--- src/rtl/line_irq_pkg.sv ---
package line_irq_pkg;

  localparam int BANK_LINES     = 32;
  localparam int TRIG_W         = 4;
  localparam int LINES_PER_WORD = 8;
  localparam int CFG_WORDS      = BANK_LINES / LINES_PER_WORD;
  localparam int CFG_IDX_W      = $clog2(CFG_WORDS);
  localparam int WIN_ADDR_W     = 5;
  localparam int DB_W           = 3;
  localparam int PRESC_W        = (1 << DB_W) - 1;

  // word index = byte offset / 4
  localparam logic [2:0] IDX_EN   = 3'd4;
  localparam logic [2:0] IDX_STS  = 3'd5;
  localparam logic [2:0] IDX_DB   = 3'd6;

  typedef enum logic [TRIG_W-1:0] {
    TRIG_RISE = 4'd0,
    TRIG_FALL = 4'd1,
    TRIG_HIGH = 4'd2,
    TRIG_LOW  = 4'd3,
    TRIG_BOTH = 4'd4
  } trig_e;

  typedef struct packed {
    logic                 cfgWr;
    logic [CFG_IDX_W-1:0] cfgIdx;
    logic                 enWr;
    logic                 stsClr;
    logic                 dbWr;
  } regStrobes_t;

endpackage

--- src/rtl/line_irq_ctrl.sv ---
module line_irq_ctrl
  import line_irq_pkg::*;
#(
  parameter int DATA_W = BANK_LINES
) (
  input  logic                             regWrEn,
  input  logic [WIN_ADDR_W-1:0]            regAddr,
  input  logic [CFG_WORDS-1:0][DATA_W-1:0] cfgWords,
  input  logic [DATA_W-1:0]                enWord,
  input  logic [DATA_W-1:0]                statusWord,
  input  logic [DB_W-1:0]                  dbSel,
  output regStrobes_t                      strobes,
  output logic [DATA_W-1:0]                regRdata
);

  logic [2:0] wordIdx;
  assign wordIdx = regAddr[WIN_ADDR_W-1:2];

  always_comb begin
    strobes        = '0;
    strobes.cfgIdx = wordIdx[CFG_IDX_W-1:0];
    if (regWrEn) begin
      strobes.cfgWr  = (wordIdx < 3'(CFG_WORDS));
      strobes.enWr   = (wordIdx == IDX_EN);
      strobes.stsClr = (wordIdx == IDX_STS);
      strobes.dbWr   = (wordIdx == IDX_DB);
    end
  end

  always_comb begin
    regRdata = '0;
    if (wordIdx < 3'(CFG_WORDS)) regRdata = cfgWords[wordIdx[CFG_IDX_W-1:0]];
    else if (wordIdx == IDX_EN)  regRdata = enWord;
    else if (wordIdx == IDX_STS) regRdata = statusWord;
    else if (wordIdx == IDX_DB)  regRdata = {{(DATA_W-DB_W){1'b0}}, dbSel};
  end

endmodule

--- src/rtl/line_irq_dpath.sv ---
module line_irq_dpath
  import line_irq_pkg::*;
#(
  parameter int DATA_W = BANK_LINES
) (
  input  logic                             clk,
  input  logic                             rstN,
  input  regStrobes_t                      strobes,
  input  logic [DATA_W-1:0]                regWdata,
  input  logic [DATA_W-1:0]                pinsIn,
  output logic [CFG_WORDS-1:0][DATA_W-1:0] cfgWords,
  output logic [DATA_W-1:0]                enWord,
  output logic [DATA_W-1:0]                statusWord,
  output logic [DB_W-1:0]                  dbSel,
  output logic                             irqOut
);

  logic [DATA_W-1:0]  syncA, syncB, sampNow, sampPrev, setVec;
  logic [PRESC_W-1:0] prescCnt, prescMask;
  logic               tick, evalValid;

  // register file
  always_ff @(posedge clk or negedge rstN) begin
    if (!rstN) begin
      cfgWords <= '0;
      enWord   <= '0;
      dbSel    <= '0;
    end else begin
      if (strobes.cfgWr) cfgWords[strobes.cfgIdx] <= regWdata;
      if (strobes.enWr)  enWord <= regWdata;
      if (strobes.dbWr)  dbSel  <= regWdata[DB_W-1:0];
    end
  end

  // prescaler: sample when low k bits of the free count are zero
  assign prescMask = PRESC_W'((1 << dbSel) - 1);
  assign tick      = ((prescCnt & prescMask) == '0);

  always_ff @(posedge clk or negedge rstN) begin
    if (!rstN) begin
      prescCnt  <= '0;
      syncA     <= '0;
      syncB     <= '0;
      sampNow   <= '0;
      sampPrev  <= '0;
      evalValid <= 1'b0;
    end else begin
      prescCnt  <= prescCnt + 1'b1;
      syncA     <= pinsIn;
      syncB     <= syncA;
      evalValid <= tick;
      if (tick) begin
        sampNow  <= syncB;
        sampPrev <= sampNow;
      end
    end
  end

  // per-line trigger decode
  for (genvar n = 0; n < DATA_W; n++) begin : g_line
    logic [TRIG_W-1:0] code;
    logic              rise, fall;
    assign code = cfgWords[n / LINES_PER_WORD][(n % LINES_PER_WORD)*TRIG_W +: TRIG_W];
    assign rise = evalValid &  sampNow[n] & ~sampPrev[n];
    assign fall = evalValid & ~sampNow[n] &  sampPrev[n];
    always_comb begin
      case (code)
        TRIG_RISE: setVec[n] = rise;
        TRIG_FALL: setVec[n] = fall;
        TRIG_HIGH: setVec[n] = sampNow[n];
        TRIG_LOW:  setVec[n] = ~sampNow[n];
        TRIG_BOTH: setVec[n] = rise | fall;
        default:   setVec[n] = 1'b0;
      endcase
    end
  end

  // sticky pending, set wins over clear
  always_ff @(posedge clk or negedge rstN) begin
    if (!rstN) statusWord <= '0;
    else       statusWord <= (statusWord & ~(strobes.stsClr ? regWdata : '0)) | setVec;
  end

  assign irqOut = |(statusWord & enWord);

endmodule

--- src/rtl/line_irq_bank.sv ---
module line_irq_bank
  import line_irq_pkg::*;
(
  input  logic                  clk,
  input  logic                  rstN,
  input  logic                  regWrEn,
  input  logic [WIN_ADDR_W-1:0] regAddr,
  input  logic [31:0]           regWdata,
  output logic [31:0]           regRdata,
  input  logic [31:0]           pinsIn,
  output logic                  irqOut
);

  localparam int DATA_W = BANK_LINES;

  regStrobes_t                      strobes;
  logic [CFG_WORDS-1:0][DATA_W-1:0] cfgWords;
  logic [DATA_W-1:0]                enWord, statusWord;
  logic [DB_W-1:0]                  dbSel;

  line_irq_ctrl #(.DATA_W(DATA_W)) u_ctrl (
    .regWrEn    (regWrEn),
    .regAddr    (regAddr),
    .cfgWords   (cfgWords),
    .enWord     (enWord),
    .statusWord (statusWord),
    .dbSel      (dbSel),
    .strobes    (strobes),
    .regRdata   (regRdata)
  );

  line_irq_dpath #(.DATA_W(DATA_W)) u_dpath (
    .clk        (clk),
    .rstN       (rstN),
    .strobes    (strobes),
    .regWdata   (regWdata),
    .pinsIn     (pinsIn),
    .cfgWords   (cfgWords),
    .enWord     (enWord),
    .statusWord (statusWord),
    .dbSel      (dbSel),
    .irqOut     (irqOut)
  );

endmodule

--- config.mk ---
export PLATFORM = sky130hd
export DESIGN_NAME = line_irq_bank
export DESIGN_NICKNAME = d
export VERILOG_FILES = /design/src/rtl/line_irq_pkg.sv /design/src/rtl/line_irq_ctrl.sv /design/src/rtl/line_irq_dpath.sv /design/src/rtl/line_irq_bank.sv
export SDC_FILE = /design/constraint.sdc
export NUM_CORES = 1
export LEC_CHECK = 0
export BUFFER_PORTS_ARGS = -buffer_cell sky130_fd_sc_hd__buf_2
export CAP_MARGIN = 0
export CORE_MARGIN = 1
export CORE_UTILIZATION = 50
export CTS_CLUSTER_SIZE = 30
export DETAILED_ROUTE_END_ITERATION = 16
export PLACE_DENSITY = 0.68
export SYNTH_ARGS = -nofsm -noshare
export SYNTH_HDL_FRONTEND = slang
export SYNTH_SLANG_ARGS = --single-unit
--- constraint.sdc ---
create_clock -name clk -period 5 [get_ports clk]
set_clock_uncertainty 0.1 [all_clocks]
set_input_delay 0.5 -clock clk [delete_from_list [all_inputs] [get_ports clk]]
set_output_delay 0.5 -clock clk [all_outputs]
set_load 0.01 [all_outputs]
==> flow_summary.ini, run 1 <==
[critical_path]
crit_start = u_dpath.dbSel[2]$_DFFE_PN0P_
required_ns = 5.30
cpPeakStageDelay_ns = 0.53
slowest_stage = buf_4
critical_path_peak_fanout = 35
cp-start-kind = register
critical_path_class = register to register
cp.arrival_ns = 3.43
end_kind = register
crit_chain = or3_4, ha_1, or3b_2, o21ai_0, a2111oi_4, buf_4, mux2_2
reg2reg_from = u_dpath.dbSel[2]$_DFFE_PN0P_

[timing]
finalMaxSlewViolations = 0
slew_headroom = 0.176
max_freq_mhz = 320
finalCritPeriodShare = 0.626
finalSetupViolations = 0
tightestPinTransition_ns = 1.23
finalSetupTns_ns = 0
grt_setup_unrepaired = false
fin_crit_ns = 3.13
hold_ws_ns = -0.0322
hold_violations = 6

[grt]
grt_pass1_wl_um = 57600
grt_pass1_vias = 9943
grt_max_degree = 120
antenna_found_initial = 1
grt_usage = 0.248
grt_remaining_overflow = 0

[clocking]
clkSlewWorstSetupHoldPaths_ns = 0.06
cts_tree = built
clock_latency_ns = 0.51
numCtsBuffers = 36
cts_max_level = 2
ctsRootBufferMaster = clkbuf_16
clock-sinks = 331
postCtsSetupBuffers = 0
clockBufferDepth = 3

[yosys]
ys_types = 40
synth_area_per_cell_um2 = 12.5
synth_area_leaders = dfrtp_1 (56%), mux2_2 (12%), mux4_2 (4.9%)
yosys.area.top_type_share = 0.560
async_reset_ff_frac = 1.00
syn_area_um2 = 14800
yosysWarningCount = 0
synthMostInstantiatedCell = dfrtp_1
synthCells = 1183
ys_seq_area_frac = 0.560
synth_ff_type = dfrtp_1
syn-num-nets = 1257
synth_area_leader_cell = dfrtp_1
synth-seq-cells = 331
synth_common_cells = dfrtp_1 (331), mux2_2 (157), nor2_1 (98), a21oi_1 (63), nand2_1 (63)
synth_edf_count = 0

[die]
start_util = 0.511
core_um2 = 28900
num_io_pins = 105
die_area_um2 = 30300
fp.dieW_um = 174
die_h_um = 174
rows = 62

[drt]
post_drt_wl_per_cell_um = 21.2
num_vias = 10100
drt_iter0_markers = 837
drc = 0
viasPerCell = 5.85
drt_wl_total_um = 36700
firstDrtPassIters = 5
postRouteAntennaNets = 0

[final_layout]
layoutNonFillerInstCount = 1725
fin_nets = 1390
areaGrowthSynthToFinish_pct = 16.4
n_antenna_cell = 0
drive_gt1_frac = 0.277

[status]
violations = hold timing
status = complete, but fails checks

[min_path]
hold_class = primary input to async pin

[placement]
dp.cells = 1630
port_buffers = 102
place.gp.congestion = 0.808
dp_hpwl_um = 24200

[power]
cellPowerDensity_nw_per_um2 = 514
ir_drop_mv = 0.252
p_leak_nw = 7.40

[job]
cap_violations = 0
[power by group]
group / internal [W] / leakage [nW] / switching (W)
Combinational: 0.00108 / 2.95 / 0.000900
Sequential: 0.00340 / 3.86 / 0.000793
Clock: 0.00162 / 0.591 / 0.00105
Total: 0.00610 / 7.40 / 0.00275
[layout make-up]
class / instances / area, um^2
multi-input cells: 736 / 6040
repair buffers: 149 / 981
inverters: 62 / 233
clock buffers: 55 / 1100
clock inverters: 8 / 92.6
fillers: 2344 / 11700
flip-flops and latches: 331 / 8280
well taps: 384 / 480
[routing by layer]
layer	share of wire	wire length, um	track usage
met3	0.062	2290	0.0411
met5	0	0	0
met2	0.46	16900	0.385
met4	0.025	918	0.0779
met1	0.45	16500	0.357
[placed cells by master (no fill, tap or decap), drive strengths merged, types with 2 or more instances in the layout]
cell type | netlist | final
nor3b | 33 | 33
ha | 2 | 2
clkbuf | 34 | 55
nand4 | 4 | 4
a22oi | 17 | 17
nand3 | 5 | 5
mux4 | 32 | 32
nand2 | 63 | 63
mux2i | 33 | 33
nor2b | 4 | 4
nor2 | 98 | 98
dlygate4sd3 | 0 | 32
a32o | 31 | 31
o22ai | 29 | 29
xnor2 | 4 | 4
nor3 | 2 | 2
dfrtp | 331 | 331
buf | 20 | 117
o21bai | 31 | 31
inv | 62 | 62
nand2b | 4 | 4
bufinv | 0 | 2
xor2 | 3 | 3
a21oi | 63 | 63
clkinv | 0 | 5
mux2 | 206 | 206
o21ai | 59 | 59
[final timing paths]
kind	end	slack, ns	depth (start not counted)
min in group clk	u_dpath.cfgWords[54]$_DFFE_PN0P_	0.20	3
max in group asynchronous	u_dpath.cfgWords[107]$_DFFE_PN0P_	3.74	2
max	u_dpath.sampNow[15]$_DFFE_PN0N_	1.87	7
max reg2reg	u_dpath.sampNow[15]$_DFFE_PN0N_	1.87	7
min	u_dpath.sampNow[10]$_DFFE_PN0N_	-0.03	1
min reg2reg	u_dpath.syncB[5]$_DFF_PN0_	0.25	0
[critical path, delay by kind of cell, from the launching register on]
kind / cells / cell delay [ns]
mux: 1 / 0.40
flops: 1 / 0.47
simple gates: 2 / 0.65
compound gates: 2 / 0.57
buf+inv: 1 / 0.53
fa+ha+maj: 1 / 0.26
[through the flow]
stage               cell area, um^2   util  total power [W]  hold slack, ns  setup slack, ns
global route                  17200  0.595          0.00932          0.0313             1.71
detailed placement            15700  0.542          0.00616           0.236             1.75
finish                        17200  0.595          0.00884         -0.0322             1.87
CTS                           17200  0.595          0.00889         0.00475             1.85
global placement              15700  0.542          0.00607           0.231             1.81
floorplan                     14800      -          0.00540           0.104             2.28
[state kept, by name, indices dropped and copies added, names as in the netlist]
register and flops:
u_dpath.sampPrev 32, u_dpath.syncB 32, u_dpath.enWord 32, u_dpath.sampNow 32
u_dpath.statusWord 32, u_dpath.dbSel 3, u_dpath.syncA 32, u_dpath.cfgWords 128
u_dpath.evalValid 1, u_dpath.prescCnt 7
[cells by family after synthesis]
kind of cell             Yosys count  share of synthesized area
AO/OA/AOI/OAI                    237                      0.104
AND/OR/NAND/NOR                  219                     0.0686
buffers and inverters            116                     0.0337
adder cells (fa/ha/maj)            2                    0.00169
multiplexers                     271                      0.228
XOR/XNOR                           7                    0.00414
flip-flops                       331                      0.560
[what timing repair did]
action                                 CTS  global route
gates resized for setup                  0             0
hold buffers                            32             0
endpoints found under the hold margin   32             0
(Power assumes the default switching activity.)
==> run 2, diff against run 1 <==
Settings changed: PLACE_DENSITY 0.68 to 0.71.
Clock period 5 ns to 2.6 ns, I/O delays scaled along.
==> flow_summary.ini, run 2 (synthesis results as in run 1) <==
[critical_path]
cp-start-kind = register
regToRegSetupSlack_ns = -0.08
required_ns = 2.90
cp.arrival_ns = 2.98
critical_path_peak_fanout = 10
critical_path_class = register to register
end_kind = register

[final_layout]
multi_input_area_um2 = 6220
areaGrowthSynthToFinish_pct = 22.1
fillers = 2224
top_register = u_dpath.cfgWords
final_cell_mix = dfrtp_1 (331), mux2_2 (157), buf_2 (100)
seqCellArea_um2 = 8280
drive_gt1_frac = 0.317
largest_reg_flops = 128
layout_commonest_cell = dfrtp_1
fin_nets = 1441
fin_util = 0.624
n_antenna_cell = 0

[die]
num_io_pins = 105
core_um2 = 28900
die_area_um2 = 30300
rows = 62
fp.dieW_um = 174
die_h_um = 174
start_util = 0.511

[power]
seqPwrFrac = 0.450
power.internal_w = 0.0122
ir_drop_mv = 0.645
p_switching_w = 0.00554
cellPowerDensity_nw_per_um2 = 983
combPwrFrac = 0.260
power_frac_clock = 0.290
p_leak_nw = 7.84
p_sw_frac = 0.312

[grt]
grt_pass1_vias = 10600
grt_max_degree = 67
grt_remaining_overflow = 0
grt_usage = 0.260
grt_pass1_wl_um = 60700
antenna_found_initial = 0

[drt]
drt_iter0_markers = 847
postRouteAntennaNets = 0
drc = 0
num_vias = 10400
firstDrtPassIters = 5
drt_wl_total_um = 38900
post_drt_wl_per_cell_um = 21.9
viasPerCell = 5.88

[timing]
slew_headroom = 0.642
max_freq_mhz = 374
timing.final.ws_setup_ns = -0.0773
grt_setup_unrepaired = true
finalSetupViolations = 64
finalMaxSlewViolations = 0
hold_violations = 0
fin_crit_ns = 2.68
finalCritPeriodShare = 1.03
tightestPinTransition_ns = 0.537

[clocking]
ctsRootBufferMaster = clkbuf_16
clock-sinks = 331
clockBufferDepth = 3
numCtsBuffers = 37
cts_max_level = 2
cts_tree = built
clock_latency_ns = 0.53
clkSlewWorstSetupHoldPaths_ns = 0.06

[placement]
place.gp.congestion = 0.834
dp_hpwl_um = 25000
port_buffers = 102
place_ws_ns = -0.0798

[job]
cap_violations = 0

[status]
violations = setup timing
status = complete, but fails checks

[min_path]
hold_class = primary input to register
## run 2: cell count changes in the layout (fill, tap and decap cells not counted), sizes merged
cell and delta:
buf +24, clkinv +5, clkinvlp -1, dlygate4sd3 +23, inv +1
## run 2: worst paths after layout
check,from,end,cells past startpoint
hold reg to reg,u_dpath.syncA[2]$_DFF_PN0_,u_dpath.syncB[2]$_DFF_PN0_,0
max in group asynchronous,rstN,u_dpath.prescCnt[4]$_DFF_PN0_,3
setup reg to reg,u_dpath.dbSel[2]$_DFFE_PN0P_,u_dpath.sampPrev[12]$_DFFE_PN0N_,8
setup / recovery,u_dpath.dbSel[2]$_DFFE_PN0P_,u_dpath.sampPrev[12]$_DFFE_PN0N_,8
hold / removal,regWdata[4],u_dpath.cfgWords[68]$_DFFE_PN0P_,2
min in group asynchronous,rstN,u_dpath.cfgWords[83]$_DFFE_PN0P_,2
## run 2: layout make-up
| class | count | area share |
|---|---|---|
| timing repair buffer | 199 | 0.0913 |
| multi-input combinational | 736 | 0.344 |
| tap | 384 | 0.0266 |
| clock buffer | 52 | 0.0595 |
| inverter | 62 | 0.0129 |
| sequential | 331 | 0.459 |
| clock inverter | 13 | 0.00679 |
## run 2: power by group through the flow
stage,logic (W),registers [W],clock network (W)
2_1_floorplan,0.00301,0.00739,0
3_3_place_gp,0.00383,0.00792,0
3_5_place_dp,0.00397,0.00798,0
4_1_cts,0.00425,0.00791,0.00521
5_1_grt,0.00505,0.00817,0.00544
6_report,0.00462,0.00798,0.00515
## run 2: worst max-delay path, cell delays in order, from the launching register on
cell       delay (ns)
dfrtp_1          0.38
or3_4            0.41
ha_4             0.19
or4b_4           0.50
a31oi_4          0.22
a2111oi_4        0.07
buf_12           0.19
buf_16           0.17
mux2_4           0.31
## run 2: per-layer routing
metal	vias up	track usage	part of all wire
li1	4653	-	-
met1	5381	0.359	0.43
met2	338	0.414	0.47
met3	70	0.0531	0.068
met4	0	0.0815	0.028
met5	-	0	0
## run 2: what timing repair did
item,in CTS,in global routing
cloned,2,5
endpoints found under the setup margin,64,65
buffers inserted,4,0
hold buffers,55,0
pin swaps,0,1
endpoints found under the hold margin,180,0
resized for setup,17,36
## run 2: stage by stage
step | area [um^2] | hold slack [ns] | power, W | setup TNS, ns | std cells
after CTS | 17800 | 0.0114 | 0.0174 | -2.44 | 1772
after detailed placement | 15900 | 0.152 | 0.0119 | -3.29 | 1646
final | 18100 | 0.0205 | 0.0178 | -3.17 | 1777
after global routing | 18100 | 0.0187 | 0.0187 | -7.53 | 1777
after floorplan | 14800 | -0.136 | 0.0104 | -1.78 | 1183
after global placement | 15900 | 0.153 | 0.0117 | -1.07 | 1646
==> run 3, diff against run 2 <==
Settings changed: SKIP_LAST_GASP from default to 1.
==> flow_summary.ini, run 3 (synthesis results as in run 1) <==
[final_layout]
fin_nets = 1441
final_cell_mix = dfrtp_1 (331), mux2_2 (157), buf_2 (100)
layout_commonest_cell = dfrtp_1
largest_reg_flops = 128
areaGrowthSynthToFinish_pct = 21.0
drive_gt1_frac = 0.288
seqCellArea_um2 = 8280
fillers = 2248
fin_util = 0.619
n_antenna_cell = 0
multi_input_area_um2 = 6070
top_register = u_dpath.cfgWords

[min_path]
hold_class = primary input to register

[placement]
place.gp.congestion = 0.834
place_ws_ns = -0.0798
port_buffers = 102
dp_hpwl_um = 25000

[drt]
num_vias = 10400
viasPerCell = 5.86
firstDrtPassIters = 5
postRouteAntennaNets = 0
post_drt_wl_per_cell_um = 21.6
drt_iter0_markers = 850
drt_wl_total_um = 38400
drc = 0

[critical_path]
slowest_stage = or4b_4
cp-start-kind = register
critPathTopFamily = simple AND/OR/NAND/NOR gates
critical_path_peak_fanout = 10
critical_path_class = register to register
required_ns = 2.90
crit_chain = or3_4, ha_4, or4b_4, a31oi_4, a2111oi_4, buf_12, buf_16, mux2_1
end_kind = register
cpPeakStageDelay_ns = 0.50
cp_num_buf_inv = 2
cp.arrival_ns = 2.98

[power]
p_leak_nw = 7.72
seqPwrFrac = 0.458
combPwrFrac = 0.246
ir_drop_mv = 0.574
cellPowerDensity_nw_per_um2 = 970
p_switching_w = 0.00545
power.internal_w = 0.0119
power_frac_clock = 0.296
p_sw_frac = 0.314

[timing]
grt_setup_unrepaired = true
finalSetupViolations = 65
finalMaxSlewViolations = 0
hold_violations = 0
finalCritPeriodShare = 1.03
fin_crit_ns = 2.68
slew_headroom = 0.640
timing.final.ws_setup_ns = -0.0825
max_freq_mhz = 373
tightestPinTransition_ns = 0.541
finalSetupTns_ns = -3.96

[grt]
met2_usage = 0.412
grt_pass1_vias = 10600
grt_remaining_overflow = 0
antenna_found_initial = 0
met1_usage = 0.357
grt_pass1_wl_um = 60400
grt_max_degree = 67
grt_usage = 0.258
grt-busiest-layer = met2
gr-usage-met3 = 0.0529

[clocking]
clock-sinks = 331
clock_latency_ns = 0.53
clkSlewWorstSetupHoldPaths_ns = 0.06
cts_tree = built
numCtsBuffers = 37
ctsRootBufferMaster = clkbuf_16
clockBufferDepth = 3
cts_max_level = 2

[die]
fp.dieW_um = 174
core_um2 = 28900
die_h_um = 174
die_area_um2 = 30300
num_io_pins = 105
rows = 62
start_util = 0.511

[status]
status = complete, but fails checks
violations = setup timing

[job]
cap_violations = 0
## run 3: cell counts in the layout (fill, tap and decap cells not counted)
No cell type changed its count.
## run 3: worst register-to-register path, cell delays in order, from the launching register on
cell and delay, ns:
dfrtp_1 0.38, or3_4 0.41, ha_4 0.19, or4b_4 0.50
a31oi_4 0.22, a2111oi_4 0.07, buf_12 0.19, buf_16 0.17
mux2_1 0.33
## run 3: what timing repair did
action | in CTS | in global routing
resized for setup | 8 | 2
pin swaps | 0 | 1
endpoints found under the hold margin | 180 | 0
setup endpoints to repair | 64 | 65
cloned | 2 | 5
buffers inserted | 4 | 0
hold buffers | 55 | 0
## run 3: power by group through the flow
| stage | Clock [W] | Combinational, W | Sequential, W |
|---|---|---|---|
| after floorplan | 0 | 0.00301 | 0.00739 |
| after global placement | 0 | 0.00383 | 0.00792 |
| after detailed placement | 0 | 0.00397 | 0.00798 |
| after CTS | 0.00521 | 0.00418 | 0.00790 |
| after global routing | 0.00544 | 0.00469 | 0.00813 |
| final | 0.00514 | 0.00427 | 0.00795 |
## run 3: metal layers
layer,part of all wire,vias to the layer above
li1,-,4662
met1,0.43,5341
met2,0.47,341
met3,0.066,69
met4,0.030,0
met5,0,-
## run 3: path summary, 6_finish.rpt
check | from | end | slack, ns | cells past startpoint
max in group asynchronous | rstN | u_dpath.enWord[14]$_DFFE_PN0P_ | 1.40 | 3
min in group asynchronous | rstN | u_dpath.cfgWords[83]$_DFFE_PN0P_ | 0.18 | 2
setup reg to reg | u_dpath.dbSel[2]$_DFFE_PN0P_ | u_dpath.sampPrev[12]$_DFFE_PN0N_ | -0.08 | 8
hold reg to reg | u_dpath.syncA[2]$_DFF_PN0_ | u_dpath.syncB[2]$_DFF_PN0_ | 0.24 | 0
setup / recovery | u_dpath.dbSel[2]$_DFFE_PN0P_ | u_dpath.sampPrev[12]$_DFFE_PN0N_ | -0.08 | 8
hold / removal | regWdata[4] | u_dpath.cfgWords[68]$_DFFE_PN0P_ | 0.02 | 2
## run 3: final cells by class
type	instances	share of cell area
tap	384	0.0268
timing repair buffer	199	0.0917
inverter	62	0.0130
sequential	331	0.463
clock buffer	52	0.0600
multi-input combinational	736	0.339
clock inverter	13	0.00685
## run 3: stage by stage
step	hold slack (ns)	power [W]	cell area [um^2]	std cells
after detailed placement	0.152	0.0119	15900	1646
after global routing	0.0185	0.0183	17900	1777
final	0.0210	0.0174	17900	1777
after floorplan	-0.136	0.0104	14800	1183
after global placement	0.153	0.0117	15900	1646
after CTS	0.0114	0.0173	17800	1772
